### config.mk
export PLATFORM = sky130hd
export DESIGN_NAME = intvec_ctrl
export DESIGN_NICKNAME = d
export VERILOG_FILES = /design/src/rtl/intvec_pkg.sv /design/src/rtl/intvec_edge_latch.sv /design/src/rtl/intvec_ctl_regs.sv /design/src/rtl/intvec_arb.sv /design/src/rtl/intvec_ctrl.sv
export SDC_FILE = /design/constraint.sdc
export NUM_CORES = 1
export LEC_CHECK = 0
export CELL_PAD_IN_SITES_DETAIL_PLACEMENT = 1
export CELL_PAD_IN_SITES_GLOBAL_PLACEMENT = 1
export CORE_UTILIZATION = 28
export CTS_BUF_LIST = sky130_fd_sc_hd__clkbuf_8
export CTS_CLUSTER_DIAMETER = 100
export DETAILED_ROUTE_END_ITERATION = 10
export PLACE_DENSITY = 0.84
export SYNTH_ARGS = -nofsm -noshare
export SYNTH_HDL_FRONTEND = slang
export SYNTH_HIERARCHICAL = 1
export SYNTH_SLANG_ARGS = --single-unit
export TNS_END_PERCENT = 1
### constraint.sdc
create_clock -name clk -period 1.95 [get_ports clk]
set_input_delay 0.39 -clock clk [delete_from_list [all_inputs] [get_ports clk]]
set_output_delay 0.39 -clock clk [all_outputs]
set_load 0.005 [all_outputs]
### src/rtl/intvec_pkg.sv
package intvec_pkg;

  localparam int NSRC   = 5;
  localparam int VEC_W  = 16;
  localparam int WORD_W = 8;
  localparam int MASK_W = 3;

  // Source index doubles as priority rank: lower index wins.
  localparam int SRC_TRAP = 0;
  localparam int SRC_R75  = 1;
  localparam int SRC_R65  = 2;
  localparam int SRC_R55  = 3;
  localparam int SRC_GEN  = 4;

  // Mask-write word field positions.
  localparam int MW_MSE   = 3;
  localparam int MW_CLR75 = 4;
  localparam int MW_SDO   = 6;
  localparam int MW_SDE   = 7;

  // Level in half steps (4.5 -> 9); vector = level * 8 = half_steps * 4.
  function automatic int half_steps(input int idx);
    case (idx)
      SRC_TRAP: return 9;
      SRC_R75:  return 15;
      SRC_R65:  return 13;
      SRC_R55:  return 11;
      default:  return 0;
    endcase
  endfunction

  function automatic logic [VEC_W-1:0] src_vector(input int idx);
    return VEC_W'(half_steps(idx) * 4);
  endfunction

endpackage

### src/rtl/intvec_edge_latch.sv
module intvec_edge_latch #(
  parameter bit LEVEL_QUAL = 1'b0
) (
  input  logic clk,
  input  logic rst,
  input  logic din,
  input  logic clr,
  output logic pend_o
);

  logic prev_q;
  logic lat_q;

  always_ff @(posedge clk) begin
    if (rst) begin
      prev_q <= 1'b0;
      lat_q  <= 1'b0;
    end else begin
      prev_q <= din;
      if (clr || (LEVEL_QUAL && !din))
        lat_q <= 1'b0;
      else if (din && !prev_q)
        lat_q <= 1'b1;
    end
  end

  // Level-qualified variant needs the input still high to count.
  generate
    if (LEVEL_QUAL) begin : g_qual
      assign pend_o = lat_q & din;
    end else begin : g_plain
      assign pend_o = lat_q;
    end
  endgenerate

endmodule

### src/rtl/intvec_ctl_regs.sv
module intvec_ctl_regs
  import intvec_pkg::*;
(
  input  logic              clk,
  input  logic              rst,
  input  logic              mask_wr,
  input  logic [WORD_W-1:0] mask_wdata,
  input  logic              ei_cmd,
  input  logic              di_cmd,
  input  logic              instr_done,
  input  logic              accept,
  input  logic              stat_rd,
  input  logic              serial_in,
  input  logic              r75_pend,
  input  logic              lvl65,
  input  logic              lvl55,
  output logic [MASK_W-1:0] mask_q,
  output logic              ie_q,
  output logic              ie_eff,
  output logic              clr75,
  output logic              serial_out,
  output logic [WORD_W-1:0] status_o
);

  logic arm_q;
  logic unused_bits;

  assign unused_bits = mask_wdata[5];
  assign clr75       = mask_wr & mask_wdata[MW_CLR75];
  // The armed state lets the boundary after the enable command take a request.
  assign ie_eff      = ie_q | arm_q;

  always_ff @(posedge clk) begin
    if (rst) begin
      mask_q     <= '1;
      serial_out <= 1'b0;
    end else if (mask_wr) begin
      if (mask_wdata[MW_MSE])
        mask_q <= mask_wdata[MASK_W-1:0];
      if (mask_wdata[MW_SDE])
        serial_out <= mask_wdata[MW_SDO];
    end
  end

  always_ff @(posedge clk) begin
    if (rst) begin
      ie_q  <= 1'b0;
      arm_q <= 1'b0;
    end else if (accept || di_cmd) begin
      ie_q  <= 1'b0;
      arm_q <= 1'b0;
    end else begin
      if (arm_q && instr_done) begin
        ie_q  <= 1'b1;
        arm_q <= 1'b0;
      end
      if (ei_cmd)
        arm_q <= 1'b1;
    end
  end

  always_ff @(posedge clk) begin
    if (rst)
      status_o <= '0;
    else if (stat_rd)
      status_o <= {serial_in, r75_pend, lvl65, lvl55, ie_q, mask_q};
  end

endmodule

### src/rtl/intvec_arb.sv
module intvec_arb
  import intvec_pkg::*;
#(
  parameter int N       = NSRC,
  parameter int VW      = VEC_W,
  parameter int GEN_IDX = SRC_GEN
) (
  input  logic          clk,
  input  logic          rst,
  input  logic [N-1:0]  pend,
  input  logic          instr_done,
  output logic [N-1:0]  grant,
  output logic          accept,
  output logic          take_o,
  output logic [VW-1:0] vector_o,
  output logic          vec_ext_o,
  output logic          inta_n_o
);

  logic [N-1:0]  higher;
  logic [VW-1:0] vec_n;

  // Fixed priority chain: index 0 highest.
  assign higher[0] = 1'b0;
  assign grant[0]  = pend[0];
  genvar gi;
  generate
    for (gi = 1; gi < N; gi++) begin : g_chain
      assign higher[gi] = higher[gi-1] | pend[gi-1];
      assign grant[gi]  = pend[gi] & ~higher[gi];
    end
  endgenerate

  assign accept = instr_done & (|pend);

  always_comb begin
    vec_n = '0;
    for (int i = 0; i < N; i++)
      if (grant[i]) vec_n = VW'(src_vector(i));
  end

  always_ff @(posedge clk) begin
    if (rst) begin
      take_o    <= 1'b0;
      vector_o  <= '0;
      vec_ext_o <= 1'b0;
      inta_n_o  <= 1'b1;
    end else begin
      take_o   <= accept;
      inta_n_o <= ~(accept & grant[GEN_IDX]);
      if (accept) begin
        vector_o  <= vec_n;
        vec_ext_o <= grant[GEN_IDX];
      end
    end
  end

endmodule

### src/rtl/intvec_ctrl.sv
module intvec_ctrl
  import intvec_pkg::*;
(
  input  logic              clk,
  input  logic              rst,
  input  logic              trap_req,
  input  logic              req75,
  input  logic              req65,
  input  logic              req55,
  input  logic              ext_req,
  input  logic              instr_done,
  input  logic              ei_cmd,
  input  logic              di_cmd,
  input  logic              mask_wr,
  input  logic [WORD_W-1:0] mask_wdata,
  input  logic              stat_rd,
  input  logic              serial_in,
  output logic              take_o,
  output logic [VEC_W-1:0]  vector_o,
  output logic              vec_ext_o,
  output logic              inta_n_o,
  output logic              serial_out_o,
  output logic [WORD_W-1:0] status_o
);

  logic              trap_pend;
  logic              r75_pend;
  logic [MASK_W-1:0] mask_q;
  logic              ie_q;
  logic              ie_eff;
  logic              clr75_wr;
  logic [NSRC-1:0]   pend;
  logic [NSRC-1:0]   grant;
  logic              accept;

  intvec_edge_latch #(.LEVEL_QUAL(1'b1)) u_trap (
    .clk(clk), .rst(rst), .din(trap_req),
    .clr(accept & grant[SRC_TRAP]), .pend_o(trap_pend)
  );

  intvec_edge_latch #(.LEVEL_QUAL(1'b0)) u_r75 (
    .clk(clk), .rst(rst), .din(req75),
    .clr((accept & grant[SRC_R75]) | clr75_wr), .pend_o(r75_pend)
  );

  intvec_ctl_regs u_regs (
    .clk(clk), .rst(rst), .mask_wr(mask_wr), .mask_wdata(mask_wdata),
    .ei_cmd(ei_cmd), .di_cmd(di_cmd), .instr_done(instr_done),
    .accept(accept), .stat_rd(stat_rd), .serial_in(serial_in),
    .r75_pend(r75_pend), .lvl65(req65), .lvl55(req55),
    .mask_q(mask_q), .ie_q(ie_q), .ie_eff(ie_eff), .clr75(clr75_wr),
    .serial_out(serial_out_o), .status_o(status_o)
  );

  assign pend[SRC_TRAP] = trap_pend;
  assign pend[SRC_R75]  = r75_pend & ~mask_q[2] & ie_eff;
  assign pend[SRC_R65]  = req65    & ~mask_q[1] & ie_eff;
  assign pend[SRC_R55]  = req55    & ~mask_q[0] & ie_eff;
  assign pend[SRC_GEN]  = ext_req  & ie_eff;

  intvec_arb u_arb (
    .clk(clk), .rst(rst), .pend(pend), .instr_done(instr_done),
    .grant(grant), .accept(accept), .take_o(take_o),
    .vector_o(vector_o), .vec_ext_o(vec_ext_o), .inta_n_o(inta_n_o)
  );

endmodule

==> impl_metrics.py, run 1 <==
metrics = {
    "sta": {
        "final.min_clock_period_ns": 2.017,
        "tightest_slew_ns": 0.5136,
        "max_freq_mhz": 495.9,
        "hold_viol": 0,
        "setup_slack_ns": -0.06667,
        "grt_setup_unrepaired": "true",
        "setup_viol": 6,
        "maxSlewHeadroom": 0.6565,
        "min_period_over_period": 1.034,
        "slew_viol_final": 0,
        "clock-skew-final_ns": 0.003190,
    },
    "floorplanning": {
        "rows": 22,
        "initial_core_util": 0.2932,
        "die_x_um": 63.92,
        "chipHeight_um": 63.92,
        "ios": 49,
        "coreArea_mm2": 0.003661,
        "die-area_mm2": 0.004086,
    },
    "run_status": {
        "outcome": "finished, violations left",
        "violations": "setup timing",
    },
    "placement": {
        "place_ws_ns": -0.4053,
        "dp_hpwl_mm": 2.044,
        "place_congestion": 0.6843,
        "placed_cells": 195,
        "numPortBuffers": 35,
    },
    "finish": {
        "area_growth_pct": 49.77,
        "mostFrequentLayoutCell": "clkdlybuf4s50_1",
        "stdcell_count": 203,
        "fin_nets": 177,
        "largest_register": "u_regs/status_o",
        "mostFrequentLayoutCells": "clkdlybuf4s50_1 (34), dfxtp_1 (22), conb_1 (12), nor2_1 (11), buf_4 (10)",
        "diodes": 0,
        "drive_above_1_share": 0.2129,
        "largest_reg_flops": 8,
        "largestRegisters": "u_regs/status_o (8), u_arb/vector_o (3), u_regs/mask_q (3)",
    },
    "setup_path": {
        "r2r_cells": 7,
        "crit_type": "flop to flop",
        "slowest_delay_ns": 0.57,
        "worst-path-buf-inv": 1,
        "critPathArrivalTime_ns": 2.23,
        "critPathRequiredTime_ns": 2.16,
        "r2r-start": "u_regs/arm_q",
        "cp.depth": 7,
        "critPathLaunchType": "flop",
        "r2r_setup_slack_ns": -0.07,
        "cp_slowest_cell": "or4_4",
        "critPathTopFamily": "simple AND/OR/NAND/NOR gates",
        "rr_endpoint": "u_regs/ie_q",
        "path_cells": "or2_4 > and3b_1 > or4_4 > o21ai_4 > inv_2 > nor3_4 > nor2b_4",
        "worstSetupEndpointType": "flop",
        "cp_max_fo": 4,
    },
    "clock_tree": {
        "numCtsBuffers": 3,
        "htree_levels": 1,
        "cts-root-buf": "clkbuf_8",
        "hold_buffers": 0,
        "cts_tree": "yes",
        "cts_sinks": 24,
        "clk_latency_ns": 0.27,
        "clock_path_buffers": 2,
        "path_clk_slew_ns": 0.09,
    },
    "worst_hold_path": {
        "hold_class": "flop to flop",
        "holdPathEnd": "u_regs/mask_q[2]",
        "hold_start": "u_regs/mask_q[2]",
        "hold_path_depth": 1,
    },
    "synthesis": {
        "synth_area_mm2": 0.001074,
        "synthCells": 110,
        "postSynthAreaPerCell_um2": 9.759,
        "yosys_warnings": 6,
    },
    "global_route": {
        "grt_pass1_vias": 958,
        "grt_max_degree": 22,
        "antenna_found_initial": 0,
        "gr-total-overflow": 0,
        "grt_pass1_wl_mm": 4.409,
        "grt_usage": 0.1416,
    },
    "run": {
        "cap_violations": 0,
    },
    "power_and_ir_drop": {
        "leakage_nw": 0.6997,
        "vdd_ir_drop_max_v": 0.0003615,
        "cellPowerDensity_mw_per_mm2": 717.2,
    },
    "route": {
        "vias": 899,
        "viasPerCell": 4.429,
        "drt_iter0_markers": 12,
        "wl_mm": 2.789,
        "drt-pass1-iter-count": 4,
        "wl_per_cell_um": 13.74,
        "drc_errors": 0,
        "antenna_left": 0,
    },
}
## power by group
group / internal (W) / switching, W / total [W]
registers: 0.000515 / 0.0000144 / 0.000530
clock network: 0.000275 / 0.000171 / 0.000446
logic: 0.000107 / 0.0000703 / 0.000177
total: 0.000897 / 0.000256 / 0.00115
## per-layer routing
metal / track usage / up-vias / wire length, um
met5: 0 / - / 0
met1: 0.1382 / 423 / 1109
met4: 0.05114 / 0 / 35
li1: - / 439 / -
met3: 0.02857 / 3 / 151
met2: 0.2859 / 34 / 1493
## area by class of cell
type                       instances  area, um^2
clock buffer                       3       41.29
clock inverter                     1       30.03
fill                             424        2053
inverter                           4       15.01
multi-input combinational         77       543.0
sequential                        24       483.0
tap                               48       60.06
timing repair buffer              46       435.4
## per-stage QoR
step                cell area, um^2  hold slack, ns  utilization   power, W  setup TNS (ns)
floorplan                      1119          0.4503            -  0.0006216      -0.0002163
global placement               1464          0.4716       0.3999  0.0006943          -1.717
detailed placement             1464          0.4866       0.3999  0.0007017          -2.363
CTS                            1588          0.5106       0.4337   0.001157         -0.1985
global route                   1608          0.5288       0.4392   0.001195         -0.7272
finish                         1608          0.5058       0.4392   0.001153         -0.2162
## repair_timing
| item | CTS | global route |
|---|---|---|
| pin swaps | 4 | 5 |
| endpoints found under the setup margin | 6 | 9 |
| gates resized for setup | 10 | 4 |
| setup buffers | 3 | 1 |
## worst max-delay path by stage
stage	start	endpoint	slack (ns)
final	u_regs/arm_q	u_regs/ie_q	-0.07
after global routing	u_regs/arm_q	u_regs/ie_q	-0.14
after CTS	u_regs/ie_q	u_regs/ie_q	-0.08
after detailed placement	req65	u_regs/ie_q	-0.41
after global placement	req65	u_regs/ie_q	-0.28
after floorplan	u_regs/ie_q	u_regs/ie_q	-0.0002
Power figures use the tool's default switching activity.
==> run 2: changes to the inputs <==
--- a/config.mk
+++ b/config.mk
@@ -12,6 +12,8 @@
 export CTS_CLUSTER_DIAMETER = 100
 export DETAILED_ROUTE_END_ITERATION = 10
 export PLACE_DENSITY = 0.84
+export SKIP_LAST_GASP = 1
+export SLEW_MARGIN = 10
 export SYNTH_ARGS = -nofsm -noshare
 export SYNTH_HDL_FRONTEND = slang
 export SYNTH_HIERARCHICAL = 1
==> impl_metrics.py, run 2 (same netlist as run 1, synthesis figures left out) <==
metrics = {
    "run_status": {
        "outcome": "finished, violations left",
        "violations": "setup timing",
    },
    "placement": {
        "placed_cell_area_mm2": 0.001464,
        "dp_hpwl_mm": 2.044,
        "place_congestion": 0.6843,
        "numPortBuffers": 35,
    },
    "sta": {
        "min_period_over_period": 1.050,
        "slew_viol_final": 0,
        "hold_viol": 0,
        "final.min_clock_period_ns": 2.048,
        "tightest_slew_ns": 0.5177,
        "max_freq_mhz": 488.4,
        "worst_hold_slack_ns": 0.5061,
        "setup_viol": 7,
        "setup_slack_ns": -0.09762,
        "maxSlewHeadroom": 0.6538,
        "grt_setup_unrepaired": "true",
        "clock-skew-final_ns": 0.003309,
    },
    "route": {
        "antenna_left": 0,
        "wl_mm": 2.813,
        "drt-pass1-iter-count": 4,
        "drc_errors": 0,
        "wl_per_cell_um": 13.86,
        "viasPerCell": 4.448,
        "drt_iter0_markers": 9,
        "vias": 903,
    },
    "finish": {
        "fill_cells": 428,
        "area_growth_pct": 49.07,
        "fin_util": 0.4371,
        "largest_reg_flops": 8,
        "seqCellArea_um2": 483.0,
        "multi_input_area_um2": 535.5,
        "mostFrequentLayoutCells": "clkdlybuf4s50_1 (34), dfxtp_1 (22), conb_1 (12), nor2_1 (11), buf_4 (10)",
        "mostFrequentLayoutCell": "clkdlybuf4s50_1",
        "drive_above_1_share": 0.2065,
        "fin_nets": 177,
        "largestRegisters": "u_regs/status_o (8), u_arb/vector_o (3), u_regs/mask_q (3)",
        "fin_area_mm2": 0.001600,
        "diodes": 0,
        "largest_register": "u_regs/status_o",
    },
    "clock_tree": {
        "numCtsBuffers": 3,
        "cts_tree": "yes",
        "path_clk_slew_ns": 0.09,
        "hold_buffers": 0,
        "htree_levels": 1,
        "clock_path_buffers": 2,
        "clk_latency_ns": 0.27,
        "cts-root-buf": "clkbuf_8",
        "cts_sinks": 24,
    },
    "power_and_ir_drop": {
        "vdd_ir_drop_max_v": 0.0003612,
        "p_sw_w": 0.0002555,
        "internal-power_w": 0.0008969,
        "switching_share": 0.2217,
        "seqPwrFrac": 0.460,
        "leakage_nw": 0.6980,
        "p_clk_frac": 0.387,
        "cellPowerDensity_mw_per_mm2": 720.2,
        "p_comb_frac": 0.153,
    },
    "worst_hold_path": {
        "hold_class": "flop to flop",
    },
    "run": {
        "cap_violations": 0,
    },
    "global_route": {
        "grt_pass1_vias": 958,
        "antenna_found_initial": 0,
        "gr-total-overflow": 0,
        "grt_usage": 0.1416,
        "grt_max_degree": 22,
        "grt_pass1_wl_mm": 4.409,
    },
    "floorplanning": {
        "initial_core_util": 0.2932,
        "die_x_um": 63.92,
        "rows": 22,
        "die-area_mm2": 0.004086,
        "chipHeight_um": 63.92,
        "coreArea_mm2": 0.003661,
        "ios": 49,
    },
    "setup_path": {
        "cp_max_fo": 4,
        "worstSetupStartpoint": "u_regs/arm_q",
        "cp_slowest_cell": "or4_4",
        "r2r_cells": 5,
        "path_cells": "or2_4 > and3b_1 > or4_4 > buf_6 > or3_2",
        "critPathLaunchType": "flop",
        "r2r_setup_slack_ns": -0.1,
        "critPathArrivalTime_ns": 2.20,
        "slowest_delay_ns": 0.57,
        "critPathTopFamily": "simple AND/OR/NAND/NOR gates",
        "worstSetupEndpointType": "flop",
        "crit_type": "flop to flop",
        "r2r-start": "u_regs/arm_q",
        "worst-path-buf-inv": 1,
        "critPathRequiredTime_ns": 2.10,
        "rr_endpoint": "u_arb/inta_n_o",
        "critPathCapture": "u_arb/inta_n_o",
        "cp.depth": 5,
    },
}
## run 2: metal layers
metal	GRT usage	vias up	wire length [um]
met5	0	-	0
met4	0.05114	0	57
met3	0.02857	5	150
met2	0.2859	36	1494
met1	0.1382	422	1111
li1	-	440	-
## run 2: power by group through the flow
| stage | registers (W) | clock network (W) | logic, W |
|---|---|---|---|
| floorplan | 0.000539 | 0 | 0.0000824 |
| global placement | 0.000540 | 0 | 0.000155 |
| detailed placement | 0.000540 | 0 | 0.000161 |
| CTS | 0.000530 | 0.000454 | 0.000173 |
| global route | 0.000533 | 0.000470 | 0.000191 |
| finish | 0.000530 | 0.000446 | 0.000176 |
## run 2: final cells by class
type | count | area share
Multi-Input combinational cell | 77 | 0.3346
Sequential cell | 24 | 0.3018
Timing Repair Buffer | 46 | 0.2721
Tap cell | 48 | 0.03753
Clock buffer | 3 | 0.02580
Clock inverter | 1 | 0.01876
Inverter | 4 | 0.009382
## run 2: what timing repair did
action / CTS / global route
setup buffers: 3 / 1
resized for setup: 10 / 2
endpoints found under the setup margin: 6 / 9
pin swaps: 4 / 5
## run 2: worst min-delay path by stage
stage,startpoint,to,slack [ns],cells past startpoint
3_5_place_dp,u_regs/status_o[4],u_regs/status_o[4],0.49,2
4_1_cts,u_arb/vector_o[3],u_arb/vector_o[3],0.51,2
3_3_place_gp,u_arb/vector_o[3],u_arb/vector_o[3],0.47,2
5_1_grt,u_regs/mask_q[2],u_regs/mask_q[2],0.53,1
2_1_floorplan,u_regs/mask_q[0],u_regs/mask_q[0],0.45,1
6_report,u_regs/mask_q[2],u_regs/mask_q[2],0.51,1
## run 2: per-stage QoR
| step | power [W] | worst slack [ns] | TNS (ns) | instances |
|---|---|---|---|---|
| final | 0.001152 | -0.09762 | -0.2847 | 203 |
| after global routing | 0.001194 | -0.1439 | -0.8634 | 203 |
| after CTS | 0.001157 | -0.07814 | -0.1985 | 202 |
| after detailed placement | 0.0007017 | -0.4053 | -2.363 | 195 |
| after global placement | 0.0006943 | -0.2775 | -1.717 | 195 |
| after floorplan | 0.0006216 | -0.0002163 | -0.0002163 | 121 |
